==> src/rtl/gpio_grp_pkg.sv <==
// Package: shared constants for the grouped-interrupt GPIO unit.
// Assumes a 32-bit register port, word-addressed with four address bits.
package gpio_grp_pkg;
    localparam int DATA_W   = 32;
    localparam int ADDR_W   = 4;
    localparam int GRP_W    = 8;
    localparam int MODE_BIT = 10;

    localparam logic [ADDR_W-1:0] A_DIR    = 4'd0;
    localparam logic [ADDR_W-1:0] A_POL    = 4'd1;
    localparam logic [ADDR_W-1:0] A_VAL    = 4'd2;
    localparam logic [ADDR_W-1:0] A_SET    = 4'd3;
    localparam logic [ADDR_W-1:0] A_CLR    = 4'd4;
    localparam logic [ADDR_W-1:0] A_CAUSE  = 4'd5;
    localparam logic [ADDR_W-1:0] A_MASK_A = 4'd6;
    localparam logic [ADDR_W-1:0] A_MASK_B = 4'd7;
    localparam logic [ADDR_W-1:0] A_CTRL   = 4'd8;

    localparam logic [DATA_W-1:0] CTRL_FIXED = 32'h11FF_0000;

    typedef enum logic {MODE_EDGE = 1'b0, MODE_LEVEL = 1'b1} irq_mode_e;
endpackage

==> src/rtl/gpio_grp_sync.sv <==
// Two-flop synchronizer for a bus of independent asynchronous pad levels.
// Assumes each bit is sampled alone: there is no coherence between bits.
module gpio_grp_sync #(
    parameter int W = 32
) (
    input  logic         clk,
    input  logic         rst_n,
    input  logic [W-1:0] d_async,
    output logic [W-1:0] d_sync
);
    logic [W-1:0] meta_q;
    logic [W-1:0] sync_q;

    // Two register stages for metastability settling.
    always_ff @(posedge clk) begin
        if (!rst_n) begin
            meta_q <= '0;
            sync_q <= '0;
        end else begin
            meta_q <= d_async;
            sync_q <= meta_q;
        end
    end

    assign d_sync = sync_q;
endmodule

==> src/rtl/gpio_grp_regs.sv <==
// Configuration and value registers, plus the read mux.
// Builds the next value word: output bits come from software
// (plain write, set, clear) and input bits come from the polarity-adjusted
// synchronized pads. Assumes at most one register access per cycle.
module gpio_grp_regs
    import gpio_grp_pkg::*;
#(
    parameter int NPINS = 32
) (
    input  logic              clk,
    input  logic              rst_n,
    input  logic              wr_en,
    input  logic [ADDR_W-1:0] addr,
    input  logic [DATA_W-1:0] wdata,
    input  logic [NPINS-1:0]  pin_sync,
    input  logic [NPINS-1:0]  cause_q,
    output logic [NPINS-1:0]  dir_q,
    output logic [NPINS-1:0]  mask_q,
    output logic [NPINS-1:0]  val_q,
    output logic [NPINS-1:0]  val_n,
    output logic              level_mode,
    output logic [DATA_W-1:0] rdata
);
    logic [NPINS-1:0] pol_q;
    logic [NPINS-1:0] pin_lvl;
    logic [NPINS-1:0] sw_val;
    logic [NPINS-1:0] wbits;
    irq_mode_e        mode_q;

    assign wbits      = wdata[NPINS-1:0];
    assign level_mode = (mode_q == MODE_LEVEL);

    // Configuration registers: direction, polarity, shared mask, mode.
    always_ff @(posedge clk) begin
        if (!rst_n) begin
            dir_q  <= '0;
            pol_q  <= '0;
            mask_q <= '0;
            mode_q <= MODE_EDGE;
        end else if (wr_en) begin
            case (addr)
                A_DIR:    dir_q  <= wbits;
                A_POL:    pol_q  <= wbits;
                A_MASK_A: mask_q <= wbits;
                A_MASK_B: mask_q <= wbits;
                A_CTRL:   mode_q <= wdata[MODE_BIT] ? MODE_LEVEL : MODE_EDGE;
                default:  ;
            endcase
        end
    end

    // Pad level after the optional per-pin inversion.
    assign pin_lvl = pin_sync ^ pol_q;

    // Software view of the output bits: plain write, set or clear.
    always_comb begin
        sw_val = val_q;
        if (wr_en) begin
            case (addr)
                A_VAL:   sw_val = wbits;
                A_SET:   sw_val = val_q | wbits;
                A_CLR:   sw_val = val_q & ~wbits;
                default: ;
            endcase
        end
    end

    // Next value: software owns the outputs, the pads own the inputs.
    assign val_n = (dir_q & sw_val) | (~dir_q & pin_lvl);

    // Value register.
    always_ff @(posedge clk) begin
        if (!rst_n) begin
            val_q <= '0;
        end else begin
            val_q <= val_n;
        end
    end

    // Read mux; set and clear addresses and unused addresses read zero.
    always_comb begin
        rdata = '0;
        case (addr)
            A_DIR:    rdata[NPINS-1:0] = dir_q;
            A_POL:    rdata[NPINS-1:0] = pol_q;
            A_VAL:    rdata[NPINS-1:0] = val_q;
            A_CAUSE:  rdata[NPINS-1:0] = cause_q;
            A_MASK_A: rdata[NPINS-1:0] = mask_q;
            A_MASK_B: rdata[NPINS-1:0] = mask_q;
            A_CTRL: begin
                rdata           = CTRL_FIXED;
                rdata[MODE_BIT] = level_mode;
            end
            default:  rdata = '0;
        endcase
    end
endmodule

==> src/rtl/gpio_grp_irq.sv <==
// Cause register and per-group interrupt lines.
// A rising input-pin value sets its cause bit; a hardware set beats a
// same-cycle software cause write. Each group line is raised by an
// unmasked rise and dropped by the rule of the selected mode.
// Assumes val_n is the value the register will load on this edge.
module gpio_grp_irq
    import gpio_grp_pkg::*;
#(
    parameter int NPINS = 32,
    parameter int NGRP  = NPINS / GRP_W
) (
    input  logic             clk,
    input  logic             rst_n,
    input  logic [NPINS-1:0] val_q,
    input  logic [NPINS-1:0] val_n,
    input  logic [NPINS-1:0] dir_q,
    input  logic [NPINS-1:0] mask_q,
    input  logic             level_mode,
    input  logic             cause_wr,
    input  logic [NPINS-1:0] cause_wdata,
    output logic [NPINS-1:0] cause_q,
    output logic [NGRP-1:0]  grp_irq
);
    logic [NPINS-1:0] rise;
    logic [NPINS-1:0] fall;
    logic [NPINS-1:0] cause_n;

    // Edge detection on the value word; rises count only on input pins.
    assign rise = val_n & ~val_q & ~dir_q;
    assign fall = val_q & ~val_n;

    // Cause next state: software load first, then hardware sets on top.
    assign cause_n = (cause_wr ? cause_wdata : cause_q) | rise;

    // Cause register.
    always_ff @(posedge clk) begin
        if (!rst_n) begin
            cause_q <= '0;
        end else begin
            cause_q <= cause_n;
        end
    end

    for (genvar g = 0; g < NGRP; g++) begin : g_grp
        localparam int LO = g * GRP_W;
        logic set_g;
        logic drop_lvl;
        logic drop_edge;
        logic irq_q;

        // Raise and drop conditions for this group.
        always_comb begin
            set_g     = |(rise[LO +: GRP_W] & mask_q[LO +: GRP_W]);
            drop_lvl  = level_mode && (|fall[LO +: GRP_W]) &&
                        !(|val_n[LO +: GRP_W]);
            drop_edge = !level_mode && cause_wr &&
                        (cause_n[LO +: GRP_W] != cause_q[LO +: GRP_W]) &&
                        !(|cause_n[LO +: GRP_W]);
        end

        // Group line state: a set wins over any drop in the same cycle.
        always_ff @(posedge clk) begin
            if (!rst_n) begin
                irq_q <= 1'b0;
            end else if (set_g) begin
                irq_q <= 1'b1;
            end else if (drop_lvl || drop_edge) begin
                irq_q <= 1'b0;
            end
        end

        assign grp_irq[g] = irq_q;
    end
endmodule

==> src/rtl/gpio_grp_top.sv <==
// Top level of the grouped-interrupt GPIO unit. Connects the pad
// synchronizer, the register file and the cause/interrupt logic.
// Assumes NPINS is a multiple of eight and at most the data width.
module gpio_grp_top
    import gpio_grp_pkg::*;
#(
    parameter int NPINS = 32,
    parameter int NGRP  = NPINS / GRP_W
) (
    input  logic              clk,
    input  logic              rst_n,
    input  logic              reg_wr,
    input  logic [ADDR_W-1:0] reg_addr,
    input  logic [DATA_W-1:0] reg_wdata,
    output logic [DATA_W-1:0] reg_rdata,
    input  logic [NPINS-1:0]  pin_in,
    output logic [NPINS-1:0]  pin_val,
    output logic [NGRP-1:0]   grp_irq
);
    logic [NPINS-1:0] pin_sync;
    logic [NPINS-1:0] dir_q;
    logic [NPINS-1:0] mask_q;
    logic [NPINS-1:0] val_q;
    logic [NPINS-1:0] val_n;
    logic [NPINS-1:0] cause_q;
    logic             level_mode;
    logic             cause_wr;

    // Software write to the cause register.
    assign cause_wr = reg_wr && (reg_addr == A_CAUSE);

    gpio_grp_sync #(.W(NPINS)) u_sync (
        .clk     (clk),
        .rst_n   (rst_n),
        .d_async (pin_in),
        .d_sync  (pin_sync)
    );

    gpio_grp_regs #(.NPINS(NPINS)) u_regs (
        .clk        (clk),
        .rst_n      (rst_n),
        .wr_en      (reg_wr),
        .addr       (reg_addr),
        .wdata      (reg_wdata),
        .pin_sync   (pin_sync),
        .cause_q    (cause_q),
        .dir_q      (dir_q),
        .mask_q     (mask_q),
        .val_q      (val_q),
        .val_n      (val_n),
        .level_mode (level_mode),
        .rdata      (reg_rdata)
    );

    gpio_grp_irq #(.NPINS(NPINS), .NGRP(NGRP)) u_irq (
        .clk         (clk),
        .rst_n       (rst_n),
        .val_q       (val_q),
        .val_n       (val_n),
        .dir_q       (dir_q),
        .mask_q      (mask_q),
        .level_mode  (level_mode),
        .cause_wr    (cause_wr),
        .cause_wdata (reg_wdata[NPINS-1:0]),
        .cause_q     (cause_q),
        .grp_irq     (grp_irq)
    );

    assign pin_val = val_q;
endmodule

==> config.mk <==
export PLATFORM = sky130hd
export DESIGN_NAME = gpio_grp_top
export DESIGN_NICKNAME = d
export VERILOG_FILES = /design/src/rtl/gpio_grp_pkg.sv /design/src/rtl/gpio_grp_sync.sv /design/src/rtl/gpio_grp_regs.sv /design/src/rtl/gpio_grp_irq.sv /design/src/rtl/gpio_grp_top.sv
export SDC_FILE = /design/constraint.sdc
export NUM_CORES = 1
export LEC_CHECK = 0
export ABC_AREA = 1
export CAP_MARGIN = 20
export CORE_MARGIN = 5
export CORE_UTILIZATION = 50
export CTS_CLUSTER_SIZE = 14
export DETAILED_ROUTE_END_ITERATION = 16
export PLACE_DENSITY = 0.76
export SLEW_MARGIN = 20
export SYNTH_ARGS = -nofsm -noshare
export SYNTH_HDL_FRONTEND = slang
export SYNTH_SLANG_ARGS = --single-unit
==> constraint.sdc <==
create_clock -name clk -period 3.1 [get_ports clk]
set_input_delay 0.62 -clock clk [delete_from_list [all_inputs] [get_ports clk]]
set_output_delay 0.62 -clock clk [all_outputs]
set_load 0.05 [all_outputs]
After elaboration in Yosys (flattened, before gate mapping)

Index checks and enable logic that the tools add are counted.

Flip-flop bits (word level): 229
Bits of input ports: 71
Word-level logic and storage cells: 112

Reductions and logical operators: 57
Equality and inequality tests: 12
Bitwise logic cells: 18
Multiplexer cells: 13

Operator list:

| operator                                                               | number |
|---|---|
| 32-bit AND                                                             | 6 |
| 32-bit case mux with 6 select lines                                    | 1 |
| 32-bit NOT                                                             | 4 |
| 8-bit OR reduction                                                     | 16 |
| 32-bit bitwise OR                                                      | 3 |
| 32-bit case mux with 3 select lines                                    | 1 |
| 32-bit two-way mux                                                     | 2 |
| 8-bit AND                                                              | 4 |
| 8-bit != test                                                          | 4 |
| 32-bit XOR                                                             | 1 |
| 1-bit logical AND                                                      | 18 |
| 4-bit by 3-bit equality test with 1-bit output (second input constant) | 4 |
| 1-bit zero test                                                        | 9 |
| 1-bit two-way mux                                                      | 9 |
| 4-bit by 2-bit equality test with 1-bit output (second input constant) | 2 |
| 2-bit AND reduction                                                    | 4 |
| 2-bit nonzero test                                                     | 4 |
| 4-bit by 1-bit equality test with 1-bit output (second input constant) | 1 |
| 4-bit equality test (second input constant)                            | 1 |
| 4-bit zero test                                                        | 1 |
| 1-bit logical OR                                                       | 4 |
| 2-bit OR reduction                                                     | 1 |

Logic depth before layout (Yosys ltp)

Gate-level depths: netlist (run 1).

Word-level depth: 15
Gate-level depth with buffers: 17

Hierarchy

Synthesis (run 1) repeated with hierarchy kept, for this count alone.

Cell total of the unflattened synthesis: 2116
Area, all modules: 12869.8 um^2

By module, submodules not included:

| module        | cells an instance | times used | area an instance (um^2) |
|---|---|---|---|
| gpio_grp_regs | 1271              | 1          | 7574.8 |
| gpio_grp_irq  | 641               | 1          | 3427.0 |
| gpio_grp_sync | 199               | 1          | 1840.5 |
| gpio_grp_top  | 5                 | 1          | 27.5 |

Worst setup path before layout (run 1)

Ideal clock, no wire load.

Path kind: in2out
Start point: input port reg_addr[3]
End point: output port reg_rdata[0]
Stages: 6
Arrival: 2262 ps
Data required time: 2480 ps
Setup slack: 218 ps
Cell sequence: nor2_1 > buf_2 > buf_2 > nand2_1 > clkbuf_1 > o221ai_1

Longest elaborated chain between the ends: 3

Ends and longest elaborated chain:

| element                                        | RTL line            | source |
|---|---|---|
| from (decl)                                    | gpio_grp_top.sv:13  | `input logic [ADDR_W-1:0] reg_addr,` |
| 4-bit by 3-bit equality test with 1-bit output | gpio_grp_regs.sv:83 | `case (addr)` |
| 2-bit OR reduction (no line)                   | --                  |  |
| 32-bit case mux with 6 select lines (*)        | gpio_grp_regs.sv:83 |  |
| to (decl)                                      | gpio_grp_top.sv:15  | `output logic [DATA_W-1:0] reg_rdata,` |

Mark *: on every way between the ends. The rest lies on a longest branch, timed or not.

Worst setup path after layout (run 1)

Start point: input port reg_addr[3]
End point: output port reg_rdata[23]

The elaborated chain is that of the path after synthesis.

==> metrics.txt, run 1 <==
status finished, final reports clean; max cap viols 0; Worst R2R Path Depth 13; register bit total from synthesis 229; DRC violations left 0; routed wire length 38510 um; Via Count 12990; Worst-Margin Slew 0.6459 ns; GPL Wtd Cong 0.9338; Fmax achieved 325.6 MHz; area grow syn2layout 28.91%; DRT iter0 DRCs 1284; setup fix buffers added after clock tree synthesis 0; Setup-failing EPs final 0; Critical Path Source Type input pin; first-pass GRT wire length 60930 um; RSZ-0062 raised after global routing yes; Clock Latency Late Sink 0.53 ns; R2R Path End u_irq.g_grp[2].irq_q; initial antenna violation count 0; hpwl dp 26580 um; Worst Setup EP reg_rdata[23]; First-pass DRT Iterations 5; dpl cells 2306; Yosys top cell area share 38.15%; post-synthesis sequential area ratio 38.15%; critical path capture point type output pin; Lkg Pwr 0.006919 uW; sw power 2077 uW; Sw Ratio 27.74%; Clk pwr share 41.1%; Slew HR 56.88%; Post-Syn Area 0.01202 mm2; Comb power frac 16.7%; Synth Instances 1875; post-synthesis cell type count 29; ant diodes 0; Critical Path RT 2.48 ns; wire length per cell 16.38 um; CORE AREA 0.02354 mm2; synth warn 0; r2r startpoint u_regs.pol_q[16]; Area after DPL 0.01435 mm2; Seq pwr share 42.2%; total grt overflow 0; peak supply drop 0.3510 mV; Clock transition at path regs 0.06 ns; WP data arrival 2.45 ns; vias in the first global route 12220; Max clock buf depth 3; Slew Limit Fails 0; Die Y 165.0 um; Clock Tree Root clkbuf_16; Min-Delay Path Depth 2; fin crit period 3.072 ns; Ports 139; dominant cells by area after synthesis dfxtp_1 (38%), nand2_1 (16%), inv_1 (9.5%), nand3_1 (8.5%), a21oi_1 (5.6%); H-tree levels 1; Layout Cells excl Fill 2351; largest net degree at the start of global routing 86; routed vias/inst 5.527; NumNets Final 2086; Hold Crit Class reg2reg; Site Rows 56; P_int 5410 uW; Die ar. 0.02723 mm2; critical-path maximum fanout 6; CTS tree built; post-route antenna net violation count 0; syn_nets 1946; finished layout cell area 0.01549 mm2; FF-to-FF setup slack 1.36 ns; layout cell share with drive strength beyond 1 10.68%; Global Route Usage Sum 27.53%; I/O Buffers 138; crit path from reg_addr[3]; clock sinks 229; Synth Area per Inst 6.409 um2; Inserted Clock Buffers 26; commonest non-fill, non-tap cell in the layout nand2_1; Final period util 99.09%; Initial Utilization 51.04%; Hold Path Origin u_sync.meta_q[2]; Final Hold Violating Endpoints 0; crit path kind in2out; Die X 165.0 um; pwr dens 483.4 mW/mm2; leading area contributor after synthesis dfxtp_1; most frequent cells in the layout nand2_1 (518), inv_1 (304), dfxtp_1 (229); Clock Skew 0.01310 ns
worst min-delay path by stage:
stage | endpoint
final | u_sync.d_sync[2]
after global routing | u_sync.d_sync[26]
after CTS | u_sync.d_sync[2]
after detailed placement | u_sync.d_sync[2]
after global placement | u_sync.d_sync[30]
after floorplan | u_sync.d_sync[0]
cell type report:
type / instances / area (um2)
clock inverters: 4 / 45.04
multi-input cells: 1244 / 6153
well taps: 319 / 399.1
clock buffers: 41 / 818.3
inverters: 311 / 1167
repair buffers: 203 / 2323
flip-flops and latches: 229 / 4584
fillers: 2070 / 8051
critical path: stages:
cell             delay [ns]
clkdlybuf4s50_1        0.53
buf_4                  0.15
nor2_4                 0.06
nand2_4                0.10
clkinv_1               0.09
buf_4                  0.18
a221oi_1               0.33
o221ai_2               0.20
buf_12                 0.19
timing repair:
| action | in CTS | in global routing |
|---|---|---|
| endpoints found under the setup margin | 14 | 26 |
| resized for setup | 17 | 29 |
| hold buffers | 0 | 0 |
| hold endpoints to repair | 0 | 0 |
| cloned | 0 | 0 |
flip-flops by register name, summed over array words and instances, names as in the netlist:
| signal | count |
|---|---|
| u_sync.d_sync | 32 |
| u_sync.meta_q | 32 |
| u_regs.val_q | 32 |
| u_regs.level_mode | 1 |
| u_regs.dir_q | 32 |
| u_irq.cause_q | 32 |
| u_regs.mask_q | 32 |
| u_regs.pol_q | 32 |
| u_irq.g_grp.irq_q | 4 |
cells by family (layout without fill, tap and decap cells):
| logic type | count (synthesis) | in the layout | share of synthesized area, % |
|---|---|---|---|
| compound gates | 363 | 363 | 17.65 |
| xor+xnor | 2 | 2 | 0.1458 |
| buf+inv | 402 | 559 | 13.06 |
| flops | 229 | 229 | 38.15 |
| simple gates | 879 | 879 | 31.00 |
metrics by stage:
| step | setup WS, ns | setup TNS [ns] | hold WS [ns] | utilization, % | total power [uW] |
|---|---|---|---|---|---|
| after floorplan | 0.2176 | 0 | 0.3905 | - | 3947 |
| final | 0.02828 | 0 | 0.4105 | 65.80 | 7488 |
| after global placement | -0.04242 | -0.04242 | 0.3929 | 60.93 | 4405 |
| after detailed placement | -0.04586 | -0.1597 | 0.3972 | 60.93 | 4426 |
| after global routing | -0.02585 | -0.1376 | 0.4342 | 65.80 | 7765 |
| after CTS | -0.04064 | -0.1119 | 0.4107 | 65.05 | 7476 |
power groups by stage:
stage          clock network [uW]  registers [uW]  logic, uW
2_1_floorplan                   0            3260        686
3_3_place_gp                    0            3210       1190
3_5_place_dp                    0            3220       1210
4_1_cts                      3100            3150       1230
5_1_grt                      3220            3170       1370
6_report                     3080            3160       1250
synthesized netlist by cell type:
library cell	n
a22o_1	1
xor2_1	2
buf_1	3
o22ai_1	34
clkinv_1	4
a221oi_1	11
o221ai_1	32
o21ai_0	120
nor2_4	2
nor2b_1	2
o211ai_2	2
buf_2	15
nor4_1	4
a21oi_1	134
nor3_1	3
inv_2	3
nand4_1	28
clkbuf_1	62
or2_2	20
nor2_2	3
buf_4	11
a21oi_4	1
nand2_1	521
inv_1	304
o211ai_1	28
nand2_2	3
nand3_1	205
dfxtp_1	229
nor2_1	88
routing by layer:
layer	routed length, um	vias to the layer above	track usage (%)
met2	17680	627	45.49
met5	0	-	0
met4	1544	0	11.15
li1	-	6355	-
met1	15890	5889	36.01
met3	3403	123	4.243
Power figures use the tool's default switching activity.
==> run 2: changes to the inputs <==
--- a/config.mk
+++ b/config.mk
@@ -8,10 +8,10 @@
 export ABC_AREA = 1
 export CAP_MARGIN = 20
 export CORE_MARGIN = 5
-export CORE_UTILIZATION = 50
+export CORE_UTILIZATION = 60
 export CTS_CLUSTER_SIZE = 14
 export DETAILED_ROUTE_END_ITERATION = 16
-export PLACE_DENSITY = 0.76
+export PLACE_DENSITY = 0.89
 export SLEW_MARGIN = 20
 export SYNTH_ARGS = -nofsm -noshare
 export SYNTH_HDL_FRONTEND = slang
==> metrics.txt, run 2 (same netlist as run 1, synthesis figures left out) <==
most frequent CP cell buf_4; peak supply drop 0.3704 mV; Die ar. 0.02296 mm2; Inserted Clock Buffers 25; critical path's top delay family buffers and inverters; critical path capture point type output pin; CTS tree built; DRT iter0 DRCs 1453; Ports 139; Slew Limit Fails 0; WP data arrival 2.44 ns; Lkg Pwr 0.006829 uW; Crit. path cell count 8; wire length per cell 17.13 um; setup fix buffers added after clock tree synthesis 0; Worst R2R Path Depth 13; Site Rows 51; vias in the first global route 12960; I/O Buffers 138; fin crit period 3.063 ns; max cap viols 0; hpwl dp 26480 um; DRC violations left 0; Worst-Margin Slew 0.5991 ns; critical-path maximum fanout 14; H-tree levels 1; Clock Tree Root clkbuf_16; most frequent cells in the layout nand2_1 (519), inv_1 (303), dfxtp_1 (229); area grow syn2layout 26.20%; Clock transition at path regs 0.06 ns; Setup-failing EPs final 0; Initial Utilization 61.34%; crit path kind in2out; Max clock buf depth 3; routed vias/inst 5.843; Post-CTS Hold Buffers 0; Critical Path Source Type input pin; first-pass GRT wire length 62690 um; slowest CP cell clkdlybuf4s50_1; Critical Path RT 2.48 ns; commonest non-fill, non-tap cell in the layout nand2_1; routed wire length 39240 um; initial antenna violation count 0; Clock Skew 0.007119 ns; NumNets Final 2080; Layout Cells excl Fill 2290; layout cell share with drive strength beyond 1 9.136%; Via Count 13380; Global Route Usage Sum 33.57%; total power 7549 uW; First-pass DRT Iterations 7; total grt overflow 0; pwr dens 497.8 mW/mm2; CORE AREA 0.01959 mm2; status finished, final reports clean; Buf+Inv Stages, Crit Path 5; Die X 151.5 um; Final Hold Violating Endpoints 0; max incr delay on CP 0.44 ns; GPL Wtd Cong 0.9388; Min-Delay Path Depth 2; ant diodes 0; Die Y 151.5 um; clock sinks 229; Clock Latency Late Sink 0.53 ns; largest net degree at the start of global routing 76; Hold Crit Class reg2reg; dpl cells 2247; RSZ-0062 raised after global routing yes; post-route antenna net violation count 0; Fmax achieved 326.4 MHz; Final period util 98.82%; CP cell instances clkdlybuf4s50_1, buf_4, nor2_2, buf_4, nand2_1, buf_4, o221ai_1, buf_12; Slew HR 59.94%
## run 2: changes by cell type in the layout (fill, tap and decap cells not counted), sizes merged
cell,delta
buf,-5
bufinv,+3
clkbuf,-6
clkinv,+1
## run 2: per-layer routing
metal / vias up / wire length (um) / part of all wire [%] / track usage (%)
met5: - / 0 / 0 / 0
met4: 0 / 1991 / 5.1 / 17.12
met3: 182 / 4329 / 11 / 5.592
met1: 5998 / 14940 / 38 / 42.67
li1: 6337 / - / - / -
met2: 863 / 17970 / 46 / 55.15
## run 2: path summary, 6_finish.rpt
path / slack [ns] / from / endpoint
max reg2reg: 1.28 / u_regs.pol_q[25] / u_irq.g_grp[3].irq_q
min reg2reg: 0.41 / u_sync.meta_q[29] / u_sync.d_sync[29]
max: 0.04 / reg_addr[3] / reg_rdata[31]
min: 0.41 / u_sync.meta_q[29] / u_sync.d_sync[29]
## run 2: final cells by class
class	count	area, um2
fillers	1450	4425
clock buffers	35	713.2
multi-input cells	1244	5962
clock inverters	8	143.9
repair buffers	198	2262
flip-flops and latches	229	4584
well taps	265	331.6
inverters	311	1167
## run 2: worst reg2reg max path: stages, from the launching register on
cell and delay, ns:
dfxtp_1 0.31, inv_1 0.08, or2_2 0.30, nand2_1 0.10, nand3_1 0.17, nand3_1 0.20
nand2_1 0.06, nand2_1 0.06, nand3_1 0.06, nor2_1 0.10, nand2_1 0.05, nand2_1 0.06
nand3_1 0.08, a21oi_1 0.12
## run 2: repair_timing
action	in CTS	in global routing
endpoints found under the setup margin	0	28
endpoints found under the hold margin	0	0
resized for setup	0	15
## run 2: report_power, final
part	total [uW]	internal [uW]	switching, uW	leakage, uW
Clock	3150	1930	1230	0.000422
Combinational	1240	451	788	0.00454
Sequential	3160	3070	86.4	0.00187
## run 2: per-stage QoR
step / setup TNS (ns) / hold slack, ns / instance area [um2] / utilization, % / setup WS (ns)
after floorplan: 0 / 0.3905 / 12020 / - / 0.2176
after global placement: 0 / 0.3932 / 14220 / 72.61 / 0.03287
after detailed placement: 0 / 0.3953 / 14220 / 72.61 / 0.04382
after CTS: 0 / 0.4093 / 15080 / 76.98 / 0.01732
after global routing: -0.1008 / 0.4301 / 15160 / 77.41 / -0.03163
final: 0 / 0.4096 / 15160 / 77.41 / 0.03651
==> run 3: changes to the inputs <==
--- a/config.mk
+++ b/config.mk
@@ -6,7 +6,7 @@
 export NUM_CORES = 1
 export LEC_CHECK = 0
 export ABC_AREA = 1
-export CAP_MARGIN = 20
+export CORE_ASPECT_RATIO = 1.5
 export CORE_MARGIN = 5
 export CORE_UTILIZATION = 60
 export CTS_CLUSTER_SIZE = 14
==> constraint.sdc (replaced) <==
create_clock -name clk -period 3.1 [get_ports clk]
set_input_delay 0.31 -clock clk [delete_from_list [all_inputs] [get_ports clk]]
set_output_delay 0.31 -clock clk [all_outputs]
set_load 0.05 [all_outputs]
==> metrics.txt, run 3 (same netlist as run 1, synthesis figures left out) <==
CP cell instances clkdlybuf4s50_1, inv_1, nand2_1, nor3_1, inv_1, o21ai_0, a221oi_1, o221ai_1, buf_12; Critical Path RT 2.79 ns; Initial Utilization 60.73%; Clock transition at path regs 0.07 ns; Setup-failing EPs final 0; Max clock buf depth 3; Fmax achieved 355.5 MHz; Die ar. 0.02302 mm2; Hold Crit Class in2reg; setup fix buffers added after clock tree synthesis 0; Slew Limit Fails 0; First-pass DRT Iterations 6; Comb power frac 17.0%; Final Hold Violating Endpoints 0; Clock Skew 0.009860 ns; Critical Path Source Type input pin; fin crit period 2.813 ns; NumNets Final 2053; GPL Wtd Cong 0.9841; first-pass GRT wire length 60770 um; crit path kind in2out; DRC violations left 0; Seq pwr share 44.8%; vias in the first global route 12610; initial antenna violation count 1; most frequent cells in the layout nand2_1 (520), inv_1 (304), dfxtp_1 (229); max incr delay on CP 0.59 ns; critical path capture point type output pin; Clock Latency Late Sink 0.52 ns; Die X 125.6 um; Die Y 183.3 um; fin util 74.04%; CORE AREA 0.01979 mm2; top layer in use met5; Ports 139; routed wire length 38410 um; P_int 5013 uW; Worst Setup Slack, final 0.2867 ns; commonest non-fill, non-tap cell in the layout nand2_1; area grow syn2layout 21.91%; total grt overflow 0; Met2 Wirelength 18670 um; slowest CP cell clkdlybuf4s50_1; Inserted Clock Buffers 23; clock sinks 229; ant diodes 0; total power 7048 uW; met1 WL 13640 um; post-place setup slack 0.3725 ns; sum of negative setup slack 0 ns; Sw Ratio 28.88%; critical-path maximum fanout 10; dpl cells 2217; Global Route Usage Sum 31.80%; Clock Tree Root clkbuf_16; Slew HR 47.96%; wire length per cell 17.02 um; pwr dens 481.1 mW/mm2; Lkg Pwr 0.006595 uW; hpwl dp 25940 um; largest net degree at the start of global routing 188; RSZ-0062 raised after global routing no; Post-CTS Hold Buffers 0; Site Rows 63; layout cell share with drive strength beyond 1 7.161%; max cap viols 0; metal3 WL 3509 um; Final period util 90.75%; CTS tree built; status finished, final reports clean; post-CTS resize count 0; H-tree levels 1; Layout Cells excl Fill 2257; post-route antenna net violation count 0; peak supply drop 0.4788 mV; Worst-Margin Slew 0.7806 ns; WP data arrival 2.50 ns; sw power 2035 uW; DRT iter0 DRCs 1336; I/O Buffers 138; Clk pwr share 38.3%; most frequent CP cell inv_1; routed vias/inst 5.816; Via Count 13130
## run 3: changes by cell type in the layout (fill, tap and decap cells not counted), moves of 3 or more
| cell | previous run | this run |
|---|---|---|
| buf_4 | 52 | 34 |
| o221ai_1 | 23 | 32 |
| o221ai_2 | 9 | 0 |
| buf_12 | 41 | 34 |
| clkinv_2 | 3 | 9 |
| a221oi_1 | 7 | 11 |
| a221oi_2 | 4 | 0 |
| bufinv_16 | 4 | 1 |
## run 3: cell type report
cell class | instances | area (um2)
well taps | 260 | 325.3
repair buffers | 173 | 1987
multi-input cells | 1244 | 5878
clock buffers | 30 | 631.9
clock inverters | 10 | 75.07
inverters | 311 | 1167
flip-flops and latches | 229 | 4584
fillers | 1578 | 5136
## run 3: path summary, 6_finish.rpt
path,start,end,slack [ns],cells after the start
min reg2reg,u_sync.meta_q[31],u_sync.d_sync[31],0.40,2
max,reg_addr[1],reg_rdata[16],0.29,9
max reg2reg,u_regs.pol_q[19],u_irq.g_grp[2].irq_q,1.38,13
min,rst_n,u_regs.val_q[21],0.31,3
## run 3: worst max-delay path: cells and delay by family
kind / cells / cell delay (ns)
AO/OA/AOI/OAI: 3 / 0.71
buffers and inverters: 4 / 1.26
AND/OR/NAND/NOR: 2 / 0.22
## run 3: metrics by stage
stage / hold WS, ns / area (um2)
floorplan: 0.3905 / 12020
global placement: 0.3929 / 13940
detailed placement: 0.3984 / 13940
CTS: 0.2739 / 14650
global route: 0.3047 / 14650
finish: 0.3082 / 14650
## run 3: metal layers
metal	vias up	global-route usage (%)
li1	6273	-
met1	5904	35.76
met2	729	56.19
met3	219	5.390
met4	2	18.88
met5	-	0
## run 3: power groups by stage
stage	Combinational, uW	Clock, uW	Sequential (uW)
global route	1310	2830	3160
global placement	1150	0	3210
detailed placement	1170	0	3210
finish	1200	2700	3150
CTS	1180	2710	3150
floorplan	686	0	3260
